`src/rtl/hz_pkg.sv`:
```
package hz_pkg;

  localparam int HZ_REG_W = 5;

  typedef enum logic [1:0] {
    FWD_RF    = 2'b00,
    FWD_MEMWB = 2'b01,
    FWD_EXMEM = 2'b10
  } fwd_sel_e;

endpackage

```
`src/rtl/hz_match.sv`:
```
// Qualified equality compare of one decode source against every older
// stage destination. Bit 0 is the youngest producer (execute stage).
module hz_match #(
  parameter int REG_W      = hz_pkg::HZ_REG_W,
  parameter int NUM_STAGES = 3
) (
  input  logic [NUM_STAGES-1:0][REG_W-1:0] dst,
  input  logic [NUM_STAGES-1:0]            dst_wen,
  input  logic [REG_W-1:0]                 src,
  input  logic                             src_used,
  output logic [NUM_STAGES-1:0]            hit
);

  for (genvar g = 0; g < NUM_STAGES; g++) begin : g_cmp
    logic writes_real;
    assign writes_real = dst_wen[g] && (dst[g] != '0);
    assign hit[g]      = src_used && writes_real && (dst[g] == src);
  end

endmodule

```
`src/rtl/hz_loaduse.sv`:
```
// Load-use interlock: one cycle of hold while a load in execute feeds decode.
module hz_loaduse #(
  parameter int NUM_SRC = 2
) (
  input  logic [NUM_SRC-1:0] ex_hit,
  input  logic               ex_ld,
  output logic               stall
);

  always_comb begin
    stall = ex_ld && (|ex_hit);
  end

endmodule

```
`src/rtl/hz_fwd_pick.sv`:
```
// Youngest-first priority over the per-stage hits of one operand.
module hz_fwd_pick #(
  parameter int NUM_STAGES = 3
) (
  input  logic [NUM_STAGES-1:0] hit,
  input  logic                  stall,
  output hz_pkg::fwd_sel_e      sel
);
  import hz_pkg::*;

  always_comb begin
    if (stall)        sel = FWD_RF;
    else if (hit[0])  sel = FWD_EXMEM;
    else if (hit[1])  sel = FWD_MEMWB;
    else if (hit[2])  sel = FWD_RF;   // write-then-read register file covers it
    else              sel = FWD_RF;
  end

endmodule

```
`src/rtl/hazard_unit.sv`:
```
module hazard_unit #(
  parameter int REG_W = hz_pkg::HZ_REG_W
) (
  input  logic [REG_W-1:0] dec_src_a,
  input  logic             dec_src_a_en,
  input  logic [REG_W-1:0] dec_src_b,
  input  logic             dec_src_b_en,
  input  logic [REG_W-1:0] ex_dst,
  input  logic             ex_wr,
  input  logic             ex_ld,
  input  logic [REG_W-1:0] mem_dst,
  input  logic             mem_wr,
  input  logic [REG_W-1:0] wb_dst,
  input  logic             wb_wr,
  output logic             pc_we,
  output logic             ifid_we,
  output logic             idex_bubble,
  output logic [1:0]       fwd_sel_a,
  output logic [1:0]       fwd_sel_b
);
  import hz_pkg::*;

  localparam int NUM_STAGES = 3;
  localparam int NUM_SRC    = 2;

  logic [NUM_STAGES-1:0][REG_W-1:0] dst_vec;
  logic [NUM_STAGES-1:0]            wen_vec;
  logic [NUM_SRC-1:0][REG_W-1:0]    src_vec;
  logic [NUM_SRC-1:0]               src_en;
  logic [NUM_SRC-1:0][NUM_STAGES-1:0] hit;
  logic [NUM_SRC-1:0]               ex_hit;
  fwd_sel_e                         sel [NUM_SRC];
  logic                             stall;

  assign dst_vec = {wb_dst, mem_dst, ex_dst};
  assign wen_vec = {wb_wr, mem_wr, ex_wr};
  assign src_vec = {dec_src_b, dec_src_a};
  assign src_en  = {dec_src_b_en, dec_src_a_en};

  for (genvar s = 0; s < NUM_SRC; s++) begin : g_src
    hz_match #(.REG_W(REG_W), .NUM_STAGES(NUM_STAGES)) u_match (
      .dst      (dst_vec),
      .dst_wen  (wen_vec),
      .src      (src_vec[s]),
      .src_used (src_en[s]),
      .hit      (hit[s])
    );
    assign ex_hit[s] = hit[s][0];

    hz_fwd_pick #(.NUM_STAGES(NUM_STAGES)) u_pick (
      .hit   (hit[s]),
      .stall (stall),
      .sel   (sel[s])
    );
  end

  hz_loaduse #(.NUM_SRC(NUM_SRC)) u_loaduse (
    .ex_hit (ex_hit),
    .ex_ld  (ex_ld),
    .stall  (stall)
  );

  assign pc_we       = !stall;
  assign ifid_we     = !stall;
  assign idex_bubble = stall;
  assign fwd_sel_a   = sel[0];
  assign fwd_sel_b   = sel[1];

endmodule

```
`config.mk`:
```
export PLATFORM = sky130hd
export DESIGN_NAME = hazard_unit
export DESIGN_NICKNAME = d
export VERILOG_FILES = /design/src/rtl/hz_pkg.sv /design/src/rtl/hz_match.sv /design/src/rtl/hz_loaduse.sv /design/src/rtl/hz_fwd_pick.sv /design/src/rtl/hazard_unit.sv
export SDC_FILE = /design/constraint.sdc
export NUM_CORES = 1
export LEC_CHECK = 0
export ABC_AREA = 0
export BUFFER_PORTS_ARGS = -buffer_cell sky130_fd_sc_hd__buf_2
export CAP_MARGIN = 40
export CORE_AREA = 2 2 39 41
export DETAILED_ROUTE_END_ITERATION = 10
export DIE_AREA = 0 0 41 43
export GPL_TIMING_DRIVEN = 0
export PLACE_DENSITY = 0.73
export SLEW_MARGIN = 20
export SYNTH_ARGS = -nofsm -noshare
export SYNTH_HDL_FRONTEND = slang
export SYNTH_SLANG_ARGS = --single-unit
```
`constraint.sdc`:
```
create_clock -name vclk -period 3.26
set_clock_uncertainty 0.15 [all_clocks]
set_input_delay 0.652 -clock vclk [all_inputs]
set_output_delay 0.652 -clock vclk [all_outputs]
set_load 0.05 [all_outputs]
```
==> results.cfg, run 1 <==
[floorplan]
ioPinCount = 38
die_width_um = 41
start_util_pct = 24.59
core_mm2 = 0.001384
die-area_mm2 = 0.001763
die_h_um = 43
rows = 14

[synth]
muxShareOfSynthArea_pct = 0
synth_fa_ha_area_share_pct = 0
postSynthAreaPerCell_um2 = 8.301
synth_xor_xnor_area_share_pct = 51.47
synthSimpleGateAreaFrac_pct = 27.57
syn_area_um2 = 340.3
syn-num-nets = 72
synth_top_family_by_area = XOR/XNOR gates
synth_seq_area_share_pct = 0
ys_types = 15
synth_compound_area_share_pct = 18.75
synthCells = 41
ys_warn_count = 0

[detailed_routing]
wl_um = 1078
vias = 429
first_pass_iters = 3
wl_per_cell_um = 12.11
route.detailed.drc = 0
vias_per_cell = 4.820
drt_iter0_drc = 1
drtAntennaViolNets = 0

[sta]
period_share_pct = 95.57
hold_viol_final = 0
rsz0062_at_grt = false
fin_crit_ns = 3.115
fmax_mhz = 321.0
relSlewSlack_pct = 70.45
drv_slew = 0
finalSetupViolations = 0
hold_slack_ns = 1.574
fin_tns_setup_ns = 0
worst_pin_slew_ns = 0.4385

[setup_path]
crit_top_cell = buf_2
criticalPathCategory = input pin to output pin
cp_num_buf_inv = 2
crit_family = simple AND/OR/NAND/NOR gates
crit_path_start_kind = input pin
cpPeakStageDelay_ns = 0.55
path_cells = buf_2 -> or4_4 -> o21ai_4 -> nor3_2 -> a2111oi_2 -> buf_2
cp.arrival_ns = 2.31
required_ns = 2.46
cp_slowest_cell = or4_4
path_max_fanout = 4
end_kind = output pin

[layout]
register_area_um2 = 0
nNetsFinal = 106
final_cell_mix = buf_2, xnor2_1, xor2_1
fin_area_um2 = 520.5
clkbuf_count = 0
final_common_cell = buf_2
drive_gt1_share_pct = 53.42
antennaDiodeCount = 0
seq_cells = 0
utilization_pct = 37.61
area_delta_synth_final_pct = 52.94

[placement]
portBuffers = 32
gp_congestion = 0.6947
dp_hpwl_um = 1019
placed_cell_area_um2 = 520.5

[cts]
postCtsResizedCells = 0
postCtsHoldBufs = 0
post_cts_buffers = 0

[worst_hold_path]
hp-class = input pin to output pin

[power_and_ir_drop]
p_total_uw = 59.62
power.switching_uw = 30.91
power_frac_comb_pct = 100.0
p_sw_share_pct = 51.85
clockPowerShare_pct = 0
seqPwrFrac_pct = 0
pwr_density_cell_mw_per_mm2 = 114.6
power.ir.vdd_worst_mv = 0.04437
power.internal_uw = 28.71
power.leakage_nw = 0.2147

[global_routing]
antenna_found_initial = 0
grt-ovfl-total = 0
grt_pass1_wl_um = 1669
grt_start_max_net_pins = 7
grt.total_usage_pct = 13.19
grt_pass1_vias = 391

[job]
maxCapViolations = 0

[status]
run_status = completed
power by group through the flow:
stage	clock network, mW	registers [mW]	logic [mW]
5_1_grt	0	0	0.0662
3_3_place_gp	0	0	0.0583
4_1_cts	0	0	0.0603
2_1_floorplan	0	0	0.0302
3_5_place_dp	0	0	0.0601
6_report	0	0	0.0596
worst paths after layout:
kind / start / to / slack (ns) / cells past startpoint
hold / removal: ex_ld / fwd_sel_a[1] / 1.57 / 3
setup / recovery: ex_dst[1] / fwd_sel_a[0] / 0.14 / 6
Yosys cell counts (all sizes together):
cell type  count  area, um^2
a2111oi        2       30.03
buf            1       7.510
nand2          2       7.510
nand3          2       10.01
nand4          2       12.51
nor3           2       20.02
nor4           4       25.02
o21a           1       7.510
o21ai          3       26.27
or4            2       18.77
xnor2         12       105.1
xor2           8       70.07
logic make-up after synthesis:
group,after synthesis
xor gates and xnor gates,20
and+or+nand+nor,14
AOI/OAI and AO/OA,6
buffers and inverters,1
through the flow:
stage / instances / setup WS, ns
after floorplan: 41 / -0.1317
after global placement: 89 / 0.1978
after detailed placement: 89 / 0.1349
after CTS: 89 / 0.1344
after global routing: 89 / 0.04188
final: 89 / 0.1445
metal layers:
| metal | up-vias | track usage, % | share of wire, % |
|---|---|---|---|
| met5 | - | 0 | 0 |
| met4 | 0 | 0.6667 | 0 |
| met3 | 0 | 1.571 | 11 |
| met2 | 24 | 25.62 | 52 |
| met1 | 187 | 14.56 | 37 |
| li1 | 218 | - | - |
layout make-up:
type | instances | area [um^2]
Fill cell | 167 | 863.3
Multi-Input combinational cell | 40 | 332.8
Timing Repair Buffer | 32 | 160.2
Tap cell | 16 | 20.02
Buffer | 1 | 7.507
Power figures use the tool's default switching activity.
==> inputs of run 2 (changes only) <==
PLACE_DENSITY = not set   (was 0.73)
PLACE_DENSITY_LB_ADDON = 0.12   (was not set)
clock period = 3.1 ns   (was 3.26 ns; I/O delays follow)
==> run 2 against run 1 <==
Critical endpoint unchanged. Routed wire length decreased by 8.6%. Design area rose by 0.96%. Global-route usage is 1.3 points lower.
==> results.cfg, run 2 (synthesized netlist as in run 1, its figures left out) <==
[sta]
period_share_pct = 96.30
worst_pin_slew_ns = 0.3627
hold_viol_final = 0
drv_slew = 0
fmax_mhz = 335.0
finalSetupViolations = 0
setup_ws_ns = 0.1147
hold_slack_ns = 1.502
relSlewSlack_pct = 75.56
fin_crit_ns = 2.985
rsz0062_at_grt = false

[layout]
drive_gt1_share_pct = 53.42
seq_cells = 0
final_common_cell = buf_2
utilization_pct = 37.97
area_delta_synth_final_pct = 54.41
clkbuf_count = 0
final_cell_mix = buf_2, xnor2_1, xor2_1
antennaDiodeCount = 0
nFillCells = 144
fin_cells = 89
register_area_um2 = 0
nNetsFinal = 106

[global_routing]
use_met3_pct = 0
grt_pass1_vias = 394
grt.total_usage_pct = 11.89
antenna_found_initial = 0
use_met2_pct = 21.25
busiest_layer = met2
grt-ovfl-total = 0
grt_start_max_net_pins = 7
grt_use_met1_pct = 16.14
grt_pass1_wl_um = 1545

[floorplan]
ioPinCount = 38
rows = 14
core_mm2 = 0.001384
die_width_um = 41
start_util_pct = 24.59
die-area_mm2 = 0.001763
die_h_um = 43

[detailed_routing]
first_pass_iters = 2
drtAntennaViolNets = 0
vias_per_cell = 4.562
vias = 406
drt_iter0_drc = 1
wl_um = 985
wl_per_cell_um = 11.07
route.detailed.drc = 0

[setup_path]
crit_path_start_kind = input pin
critPathLaunch = ex_dst[1]
setup.worst_path.end = fwd_sel_a[0]
required_ns = 2.33
cp.arrival_ns = 2.22
end_kind = output pin
path_max_fanout = 4
criticalPathCategory = input pin to output pin

[power_and_ir_drop]
pwr_density_cell_mw_per_mm2 = 118.4
power.leakage_nw = 0.2144
power.ir.vdd_worst_mv = 0.05499

[status]
run_status = completed

[placement]
place_inst = 89
portBuffers = 32
place_ws_ns = 0.04779
gp_congestion = 0.7219

[job]
maxCapViolations = 0

[worst_hold_path]
hp-class = input pin to output pin
## run 2: layer usage
| metal | vias to the layer above | routed length, um | part of all wire [%] |
|---|---|---|---|
| met5 | - | 0 | 0 |
| met4 | 0 | 0 | 0 |
| met3 | 0 | 95 | 9.6 |
| met2 | 23 | 459 | 47 |
| met1 | 166 | 430 | 44 |
| li1 | 217 | - | - |
## run 2: worst min-delay path by stage
stage,startpoint,to,slack (ns),cells past startpoint
finish,ex_ld,fwd_sel_b[0],1.50,3
global route,ex_ld,fwd_sel_a[0],1.52,3
CTS,ex_ld,fwd_sel_b[1],1.51,3
detailed placement,ex_ld,fwd_sel_b[1],1.51,3
global placement,ex_ld,fwd_sel_a[1],1.51,3
floorplan,ex_ld,fwd_sel_a[0],1.27,1
## run 2: timing repair
item,4_1_cts,5_1_grt
hold buffers,0,0
buffers inserted,0,0
gates resized for setup,0,4
setup endpoints to repair,0,2
## run 2: power breakdown
part / switching, mW / total (mW) / internal [mW]
registers: 0 / 0 / 0
clock network: 0 / 0 / 0
logic: 0.0319 / 0.0622 / 0.0303
total: 0.0319 / 0.0622 / 0.0303
## run 2: metrics by stage
step | total power, mW | TNS, ns | cell area [um^2]
2_1_floorplan | 0.03179 | -0.8018 | 340.3
3_3_place_gp | 0.06266 | 0 | 520.5
3_5_place_dp | 0.06268 | 0 | 520.5
4_1_cts | 0.06284 | 0 | 520.5
5_1_grt | 0.06827 | 0 | 525.5
6_report | 0.06224 | 0 | 525.5
## run 2: worst max-delay path, cell delays in order
cell	delay, ns
buf_2	0.12
or4_4	0.55
o21ai_4	0.19
nor3_2	0.11
a2111oi_2	0.36
buf_4	0.26
## run 2: final cells by class
| type | count | area [um^2] | share of cell area [%] |
|---|---|---|---|
| Tap cell | 16 | 20.02 | 3.810 |
| Multi-Input combinational cell | 40 | 332.8 | 63.33 |
| Timing Repair Buffer | 32 | 165.2 | 31.43 |
| Buffer | 1 | 7.507 | 1.429 |
==> inputs of run 3 (changes only) <==
TNS_END_PERCENT = 10   (was not set)
clock period = 2.8 ns   (was 3.1 ns; I/O delays follow)
==> run 3 against run 2 <==
First-iteration DRC count decreased by 100%. Count of clock-buffer cells in the layout unchanged. Routed wire length increased by 8.0%. Combinational power increased by 28%. Sequential cell count unchanged. Total power increased by 28%. Core utilization increased by 7.7 points. Die area unchanged. Design area increased by 20%. Setup slack got worse by 0.063 ns. Critical path depth increased by 1. Via count increased by 7.4%. Critical endpoint unchanged. Largest power group unchanged.
==> results.cfg, run 3 (synthesized netlist as in run 1, its figures left out) <==
[status]
run_status = completed

[layout]
final_common_cell = buf_2
drive_gt1_share_pct = 57.89
area_delta_synth_final_pct = 85.66
clkbuf_count = 0
final_cell_mix = buf_2, xnor2_1, xor2_1
nFillCells = 144
seq_cells = 0
antennaDiodeCount = 0
register_area_um2 = 0
multiInputGateArea_um2 = 380.4
nNetsFinal = 109

[job]
maxCapViolations = 0

[floorplan]
die_h_um = 43
die_width_um = 41
start_util_pct = 24.59
die-area_mm2 = 0.001763
rows = 14
ioPinCount = 38
core_mm2 = 0.001384

[detailed_routing]
route.detailed.drc = 0
drt_iter0_drc = 0
vias = 436
wl_um = 1064
first_pass_iters = 1
drtAntennaViolNets = 0
wl_per_cell_um = 11.57
vias_per_cell = 4.739

[setup_path]
path_max_fanout = 4
end_kind = output pin
required_ns = 2.09
cp.arrival_ns = 2.04
crit_path_start_kind = input pin
cpPeakStageDelay_ns = 0.54
cp_slowest_cell = or4_4
path_cells = buf_8 -> or4_4 -> o21ai_4 -> nor3_4 -> buf_12 -> a2111oi_4 -> buf_6
criticalPathCategory = input pin to output pin

[power_and_ir_drop]
power.ir.vdd_worst_mv = 0.06255
clockPowerShare_pct = 0
p_total_uw = 79.78
pwr_density_cell_mw_per_mm2 = 126.3
power.leakage_nw = 0.2553
power.internal_uw = 39.17
p_sw_share_pct = 50.91
power_frac_comb_pct = 100.0
power.switching_uw = 40.62
seqPwrFrac_pct = 0

[sta]
relSlewSlack_pct = 58.18
finalSetupViolations = 0
worst_pin_slew_ns = 0.6207
drv_slew = 0
rsz0062_at_grt = false
setup_ws_ns = 0.05123
hold_viol_final = 0
fmax_mhz = 363.8
fin_tns_setup_ns = 0
fin_crit_ns = 2.749
period_share_pct = 98.17

[global_routing]
antenna_found_initial = 0
grt_pass1_wl_um = 1511
grt_start_max_net_pins = 7
grt_pass1_vias = 374
grt-ovfl-total = 0
grt.total_usage_pct = 11.50

[placement]
place_ws_ns = -0.1263
gp_congestion = 0.7339
portBuffers = 32

[worst_hold_path]
hp-class = input pin to output pin

[cts]
postCtsHoldBufs = 0
==> run 3: cell types whose count changed in the layout (fill, tap and decap cells not counted) <==
| cell | before | now |
|---|---|---|
| buf_8 | 0 | 1 |
| nor3_4 | 0 | 2 |
| o21ai_2 | 0 | 1 |
| nor4_1 | 4 | 3 |
| nor3_2 | 2 | 0 |
| buf_6 | 0 | 3 |
| buf_12 | 0 | 1 |
| nor4_2 | 0 | 1 |
| buf_2 | 30 | 28 |
| o21ai_1 | 1 | 0 |
| a2111oi_4 | 0 | 2 |
| a2111oi_2 | 2 | 0 |
==> run 3: stage by stage <==
stage	instances	hold WS [ns]	util, %	instance area [um^2]
3_3_place_gp	89	1.415	40.14	555.5
4_1_cts	91	1.384	45.12	624.3
3_5_place_dp	89	1.419	40.14	555.5
2_1_floorplan	41	1.075	-	375.4
5_1_grt	92	1.399	45.66	631.9
6_report	92	1.385	45.66	631.9
==> run 3: area by class of cell <==
| class | instances | share of cell area (%) |
|---|---|---|
| multi-input cells | 40 | 60.20 |
| repair buffers | 35 | 35.45 |
| well taps | 16 | 3.168 |
| plain buffers | 1 | 1.188 |
==> run 3: power groups by stage <==
stage / clock, mW / sequential [mW] / combinational [mW]
global placement: 0 / 0 / 0.0722
global route: 0 / 0 / 0.0866
detailed placement: 0 / 0 / 0.0724
floorplan: 0 / 0 / 0.0372
finish: 0 / 0 / 0.0798
CTS: 0 / 0 / 0.0789
==> run 3: critical path: cells and delay by family <==
kind                   cells  cell delay, ns
AND/OR/NAND/NOR            2            0.64
AO/OA/AOI/OAI              2            0.41
buffers and inverters      3            0.42
==> run 3: what timing repair did <==
item,CTS,global route
setup buffers,2,1
setup endpoints to repair,2,3
pin swaps,6,2
resized for setup,11,0
hold endpoints to repair,0,0
==> run 3: final timing paths <==
check / start / endpoint / slack, ns / depth (start not counted)
max: ex_dst[4] / fwd_sel_a[0] / 0.05 / 7
min: dec_src_a_en / fwd_sel_a[0] / 1.39 / 4
==> run 3: routing by layer <==
metal | vias up | GRT usage (%) | share of wire (%)
li1 | 225 | - | -
met1 | 185 | 16.83 | 46
met2 | 26 | 19.38 | 44
met3 | 0 | 0 | 9.9
met4 | 0 | 0 | 0
met5 | - | 0 | 0
